[src/rtl/flash_toggle_status.sv]
module flash_toggle_status #(
  parameter int AW = 12,
  parameter int DW = 16,
  parameter int NSECT = 8,
  parameter int SECT_BITS = 9
) (
  input  logic             clk,
  input  logic             rst_n,
  input  logic [2:0]       mode,
  input  logic [NSECT-1:0] sel_mask,
  input  logic             wr_final,
  input  logic             timeout,
  input  logic             rd_strobe,
  input  logic [AW-1:0]    rd_addr,
  input  logic [DW-1:0]    array_data,
  output logic [DW-1:0]    rd_data,
  output logic             tmo_flag
);
  localparam int IW = AW - SECT_BITS;

  logic          armed, t6, t2;
  logic [IW-1:0] sidx;
  logic          in_sel, busy, show_stat, flip6, flip2;
  logic [DW-1:0] stat_word;

  assign sidx   = rd_addr[AW-1:SECT_BITS];
  assign in_sel = (32'(sidx) < NSECT) ? sel_mask[sidx] : 1'b0;
  assign busy   = (mode >= 3'd1) && (mode <= 3'd4);
  assign tmo_flag = armed && busy && timeout;

  always_comb begin
    show_stat = armed && busy;
    flip6 = 1'b0;
    flip2 = 1'b0;
    case (mode)
      3'd1: flip6 = 1'b1;
      3'd2: begin flip6 = 1'b1; flip2 = in_sel; end
      3'd3: begin flip2 = in_sel; show_stat = armed && in_sel; end
      3'd4: flip6 = 1'b1;
      default: ;
    endcase
    stat_word = '0;
    stat_word[6] = t6;
    stat_word[5] = tmo_flag;
    stat_word[2] = t2;
  end

  always_ff @(posedge clk or negedge rst_n) begin
    if (!rst_n) begin
      armed   <= 1'b0;
      t6      <= 1'b0;
      t2      <= 1'b0;
      rd_data <= '0;
    end else begin
      if (!busy) armed <= 1'b0;
      else if (wr_final) armed <= 1'b1;
      if (rd_strobe) begin
        rd_data <= show_stat ? stat_word : array_data;
        if (show_stat) begin
          t6 <= t6 ^ flip6;
          t2 <= t2 ^ flip2;
        end
      end
    end
  end
endmodule


[config.mk]
export PLATFORM = sky130hd
export DESIGN_NAME = flash_toggle_status
export DESIGN_NICKNAME = d
export VERILOG_FILES = /design/src/rtl/flash_toggle_status.sv
export SDC_FILE = /design/constraint.sdc
export NUM_CORES = 1
export LEC_CHECK = 0
export BUFFER_PORTS_ARGS = -buffer_cell sky130_fd_sc_hd__clkbuf_2
export CAP_MARGIN = 20
export CORE_ASPECT_RATIO = 1.1
export CORE_UTILIZATION = 35
export DETAILED_ROUTE_END_ITERATION = 10
export GPL_TIMING_DRIVEN = 0
export PLACE_DENSITY_LB_ADDON = 0.05
export SLEW_MARGIN = 10
export SYNTH_ARGS = -nofsm -noshare
export SYNTH_HDL_FRONTEND = slang
export SYNTH_SLANG_ARGS = --single-unit
[constraint.sdc]
create_clock -name clk -period 1.96 [get_ports clk]
set_input_delay 0.294 -clock clk [delete_from_list [all_inputs] [get_ports clk]]
set_output_delay 0.294 -clock clk [all_outputs]
set_load 0.1 [all_outputs]
==> results of run 1 <==
[per-stage QoR]
step | worst slack, ps | setup TNS (ps)
global route | 150.7 | 0
detailed placement | -8.724 | -16.36
floorplan | 177.6 | 0
CTS | 255.8 | 0
global placement | 26.84 | 0
finish | 271.1 | 0
[repair_timing]
item	4_1_cts	5_1_grt
endpoints found under the setup margin	0	0
hold buffers	1	0
endpoints found under the hold margin	19	0
setup buffers	0	0
resized for setup	0	0
[final timing paths]
path	endpoint	slack (ps)
min	armed$_DFFE_PN0P_	200
max reg2reg	rd_data[13]$_DFFE_PN0P_	350
max	tmo_flag	270
min in group asynchronous	rd_data[8]$_DFFE_PN0P_	470
max in group asynchronous	rd_data[2]$_DFFE_PN0P_	1170
min reg2reg	t2$_DFFE_PN0P_	470
[final cells by class]
class                      instances  area [sq um]  area share
inverter                           1         3.754    0.002830
timing repair buffer              52         265.3      0.2000
buffer                             4         22.52     0.01698
sequential                        19         475.5      0.3585
tap                               31         38.79     0.02925
clock buffer                       4         26.28     0.01981
multi-input combinational         65         494.2      0.3726
[per-layer routing]
| layer | vias up | global-route usage | wire (um) |
|---|---|---|---|
| li1 | 443 | - | - |
| met1 | 404 | 0.2053 | 988 |
| met2 | 38 | 0.2441 | 1001 |
| met3 | 0 | 0.02887 | 182 |
| met4 | 0 | 0.01128 | 0 |
| met5 | - | 0 | 0 |
[cell families (layout without fill, tap and decap cells)]
family	count (synthesis)	in the layout
mux	3	3
compound gates	28	28
simple gates	30	30
buf+inv	5	61
xor+xnor	4	4
flops	19	19
[sequential cells by signal, indices dropped and copies added, names as in the netlist]
| register | flops |
|---|---|
| rd_data | 16 |
| armed | 1 |
| t2 | 1 |
| t6 | 1 |
[synth_stat cells (2+ instances only)]
cell and n:
a21oi_1 2, a31o_1 10, a31o_2 3, a31oi_1 2, clkbuf_1 3, dfrtp_1 19, mux2_2 2, nor2_1 3
nor2b_1 14, o2111ai_1 2, o21a_1 2, o21ai_0 4, xnor2_1 2, xor2_1 2
[where the power goes]
part           internal [mW]  switching, mW  total [mW]
clock                 0.0788          0.109       0.188
combinational          0.128          0.401       0.529
sequential             0.454         0.0362       0.490
total                  0.661          0.546        1.21
==> results.json, run 1 <==
{
  "outcome": "complete, no violations",
  "critPathKind": "reg2out",
  "crit_chain": "and3_1, clkbuf_2",
  "vias": 885,
  "maxClockFrequency_ghz": 0.5921,
  "first_pass_iters": 4,
  "syn_to_final_growth_pct": 33.17,
  "whs_ps": 203.6,
  "required_ps": 1670,
  "power_mw": 1.207,
  "wl_um": 2172,
  "finalClockSkew_ps": 3.349,
  "grt_usage": 0.1468,
  "nFillCells": 246,
  "critical_path.startpoint_type": "flip-flop",
  "clk_pin_slew_ps": 100,
  "grt_pass1_vias": 820,
  "die_h_um": 57.95,
  "power_density_mw_per_mm2": 909.9,
  "synth_flop_cell": "dfrtp_1",
  "finalHoldViolations": 0,
  "reg2reg_depth": 5,
  "maxSlewHeadroom": 0.6382,
  "finalInstanceArea_sq_mm": 0.001326,
  "cpMaxStageDelayCell": "clkbuf_2",
  "viasPerCell": 5.028,
  "synth-warning-count": 0,
  "crit_path_start": "armed$_DFFE_PN0P_",
  "cts_sinks": 19,
  "wl_per_cell_um": 12.34,
  "ys_types": 33,
  "synth_fp_nets": 133,
  "placed_area_sq_mm": 0.001290,
  "cp.depth": 2,
  "core_sq_mm": 0.002591,
  "drtAntennaViolNets": 0,
  "mostFrequentLayoutCells": "51 x clkbuf_2, 19 x dfrtp_1, 14 x nor2b_1",
  "root_buffer": "clkbuf_4",
  "r2r_start": "armed$_DFFE_PN0P_",
  "leakage_nw": 0.6372,
  "ys_top_cells_by_area": "dfrtp_1 48%, a31o_1 8.8%, nor2b_1 8.8%",
  "maxCapViolations": 0,
  "gp_congestion": 0.7826,
  "period_needed_ps": 1689,
  "min_period_over_period": 0.8617,
  "grt_max_degree": 20,
  "antenna_cells": 0,
  "drv_slew": 0,
  "start_util": 0.3844,
  "yosys.area_share.xor_xnor": 0.03518,
  "fin_cells": 176,
  "cts_tree": "built",
  "synth_top_area_share": 0.4774,
  "vdd_drop_max_uv": 460.8,
  "drt_iter0_drc": 13,
  "drc": 0,
  "end_kind": "primary output",
  "ys_ff_latch": 19,
  "dieArea_sq_mm": 0.003063,
  "cp_max_fo": 7,
  "cts_made_buffers": 3,
  "yosys.area_share.adder": 0,
  "ys_async_sr_fraction": 1.000,
  "overflow": 0,
  "slowest_delay_ps": 460,
  "htreeDepth": 1,
  "fp.dieW_um": 52.86,
  "clkLatencyLatePin_ps": 280,
  "rsz0062_at_grt": "no",
  "num_rows": 19,
  "grt_pass1_wl_um": 3463,
  "tightest_slew_ps": 545.1,
  "synth.cell_area_sq_um": 996.0,
  "synthMuxAreaShare": 0.03266,
  "critical-path-top-delay-family": "buffers and inverters",
  "hold_depth": 2,
  "final_common_cell": "clkbuf_2",
  "synth-compound-area-share": 0.2261,
  "hp-start": "wr_final",
  "antenna_found_initial": 0,
  "critPathArrivalTime_ps": 1390,
  "nets": 190,
  "yosysTopAreaCell": "dfrtp_1",
  "ys_seq_area_frac": 0.4774,
  "netlist_instances": 89,
  "drive_above_1_share": 0.4759,
  "setup_viol": 0,
  "finish.utilization": 0.5118,
  "hpwl_um": 1696,
  "hp-class": "in2reg",
  "place_inst": 171,
  "cts_buffer_depth": 2,
  "synth_edf_count": 0,
  "ios": 61,
  "worst-path-buf-inv": 1,
  "io_buffers": 51,
  "syn-mean-instance-area_sq_um": 11.19,
  "synth_top_family_by_area": "compound AO/OA/AOI/OAI gates",
  "yosys.area_share.simple": 0.2023
}
(Power assumes the default switching activity.)
==> inputs of run 2 (changes only) <==
--- a/config.mk
+++ b/config.mk
@@ -8,7 +8,7 @@
 export BUFFER_PORTS_ARGS = -buffer_cell sky130_fd_sc_hd__clkbuf_2
 export CAP_MARGIN = 20
 export CORE_ASPECT_RATIO = 1.1
-export CORE_UTILIZATION = 35
+export CORE_UTILIZATION = 36
 export DETAILED_ROUTE_END_ITERATION = 10
 export GPL_TIMING_DRIVEN = 0
 export PLACE_DENSITY_LB_ADDON = 0.05
==> constraint.sdc (replaced) <==
create_clock -name clk -period 1.9 [get_ports clk]
set_input_delay 0.285 -clock clk [delete_from_list [all_inputs] [get_ports clk]]
set_output_delay 0.285 -clock clk [all_outputs]
set_load 0.1 [all_outputs]
==> run 2 against run 1 <==
  * Power up 4.0%
  * Via count up 3.2%
  * Die area down 2.7%
  * Worst hold slack worse by 12 ps
  * Non-clock buffer count unchanged
  * Global-route usage up 2.1 points
  * Combinational power up 3%
  * Sequential power up 3%
  * Sequential cell count unchanged
  * Critical endpoint unchanged
==> results.json, run 2 (synthesized netlist as in run 1, its figures left out) <==
{
  "start_util": 0.3879,
  "final.setup.worst_slack_ps": 200.0,
  "critPathArrivalTime_ps": 1410,
  "fin_tns_setup_ps": 0,
  "hpwl_um": 1754,
  "setup_viol": 0,
  "drive_above_1_share": 0.4759,
  "maxSlewHeadroom": 0.6353,
  "hp-start": "wr_final",
  "core_sq_mm": 0.002567,
  "pre_cts_slack_ps": -33.27,
  "clk_pin_slew_ps": 100,
  "r2r_slack_ps": 310,
  "r2r_start": "armed$_DFFE_PN0P_",
  "critical_path.startpoint_type": "flip-flop",
  "pwr-share-seq": 0.403,
  "io_buffers": 51,
  "cp_max_fo": 7,
  "outcome": "complete, no violations",
  "gp_congestion": 0.7523,
  "cts_tree": "built",
  "globalRouteMet3Util": 0.03733,
  "p_sw_mw": 0.5740,
  "ios": 61,
  "clkLatencyLatePin_ps": 290,
  "vias": 913,
  "drt_iter0_drc": 8,
  "intPower_mw": 0.6816,
  "nets": 190,
  "required_ps": 1620,
  "hp-class": "in2reg",
  "antenna_found_initial": 0,
  "root_buffer": "clkbuf_4",
  "grt_pass1_wl_um": 3781,
  "drv_slew": 0,
  "rsz0062_at_grt": "no",
  "nFillCells": 259,
  "r2r-end": "rd_data[10]$_DFFE_PN0P_",
  "viasPerCell": 5.188,
  "wl_um": 2265,
  "antenna_cells": 0,
  "largest-register": "rd_data",
  "power_density_mw_per_mm2": 946.7,
  "first_pass_iters": 4,
  "hold_end": "armed$_DFFE_PN0P_",
  "vdd_drop_max_uv": 460.4,
  "end_kind": "primary output",
  "gr-usage-met2": 0.3040,
  "comb_power_share": 0.435,
  "grt_max_degree": 20,
  "dieArea_sq_mm": 0.002981,
  "maxCapViolations": 0,
  "busiest_layer": "met2",
  "critPathKind": "reg2out",
  "largest_register_ffs": 16,
  "cts_buffer_depth": 2,
  "leakage_nw": 0.6372,
  "die_h_um": 57.17,
  "htreeDepth": 1,
  "drtAntennaViolNets": 0,
  "grt_usage": 0.1676,
  "reg2reg_depth": 5,
  "mostFrequentLayoutCells": "51 x clkbuf_2, 19 x dfrtp_1, 14 x nor2b_1",
  "syn_to_final_growth_pct": 33.17,
  "post_cts_buffers": 0,
  "overflow": 0,
  "min_period_over_period": 0.8947,
  "period_needed_ps": 1700,
  "finalHoldViolations": 0,
  "num_rows": 19,
  "finalClockSkew_ps": 2.385,
  "cts_sinks": 19,
  "p_sw_frac": 0.4571,
  "cts_made_buffers": 3,
  "tightest_slew_ps": 549.3,
  "maxClockFrequency_ghz": 0.5882,
  "drc": 0,
  "fp.dieW_um": 52.15,
  "final_common_cell": "clkbuf_2",
  "grt_use_met1": 0.1895,
  "p_clk_frac": 0.162,
  "wl_per_cell_um": 12.87,
  "hold_depth": 2,
  "grt_pass1_vias": 891
}
[run 2: cell counts in the layout (fill, tap and decap cells not counted)]
No cell type changed its count.
[run 2: per-stage QoR]
step / total power, mW / std cells / hold WS, ps / util / area, sq um
global placement: 1.053 / 171 / 260.1 / 0.5024 / 1290
CTS: 1.265 / 176 / 189.9 / 0.5166 / 1326
floorplan: 0.9385 / 89 / -10.59 / - / 996.0
finish: 1.256 / 176 / 192.1 / 0.5166 / 1326
detailed placement: 1.061 / 171 / 267.1 / 0.5024 / 1290
global route: 1.312 / 176 / 212.4 / 0.5166 / 1326
[run 2: per-layer routing]
metal / share of wire / vias up / wire length [um]
met3: 0.072 / 2 / 162
met2: 0.50 / 36 / 1129
li1: - / 441 / -
met4: 0.0071 / 0 / 16
met5: 0 / - / 0
met1: 0.42 / 434 / 956
[run 2: layout make-up]
cell class / count / area (sq um) / share of cell area
clock buffer: 4 / 26.28 / 0.01981
timing repair buffer: 52 / 265.3 / 0.2000
inverter: 1 / 3.754 / 0.002830
buffer: 4 / 22.52 / 0.01698
sequential: 19 / 475.5 / 0.3585
multi-input combinational: 65 / 494.2 / 0.3726
tap: 31 / 38.79 / 0.02925
[run 2: worst max-delay path, cell delays in order (launching register included)]
cell      delay, ps
dfrtp_1         460
and3_1          210
clkbuf_2        460
[run 2: worst max-delay path by stage]
| stage | from | end |
|---|---|---|
| finish | armed$_DFFE_PN0P_ | tmo_flag |
| global route | armed$_DFFE_PN0P_ | tmo_flag |
| CTS | armed$_DFFE_PN0P_ | tmo_flag |
| detailed placement | rd_addr[9] | rd_data[9]$_DFFE_PN0P_ |
| global placement | rd_addr[9] | rd_data[12]$_DFFE_PN0P_ |
| floorplan | mode[0] | rd_data[5]$_DFFE_PN0P_ |
[run 2: what timing repair did]
action | CTS | global route
endpoints found under the hold margin | 19 | 0
resized for setup | 0 | 0
hold buffers | 1 | 0
setup endpoints to repair | 0 | 0
[run 2: power by group through the flow]
stage                     Sequential [mW]  Combinational (mW)  Clock [mW]
after CTS                           0.505               0.551       0.208
after global placement              0.511               0.542           0
after detailed placement            0.512               0.549           0
after global routing                0.513               0.577       0.222
final                               0.505               0.547       0.203
after floorplan                     0.805               0.133           0
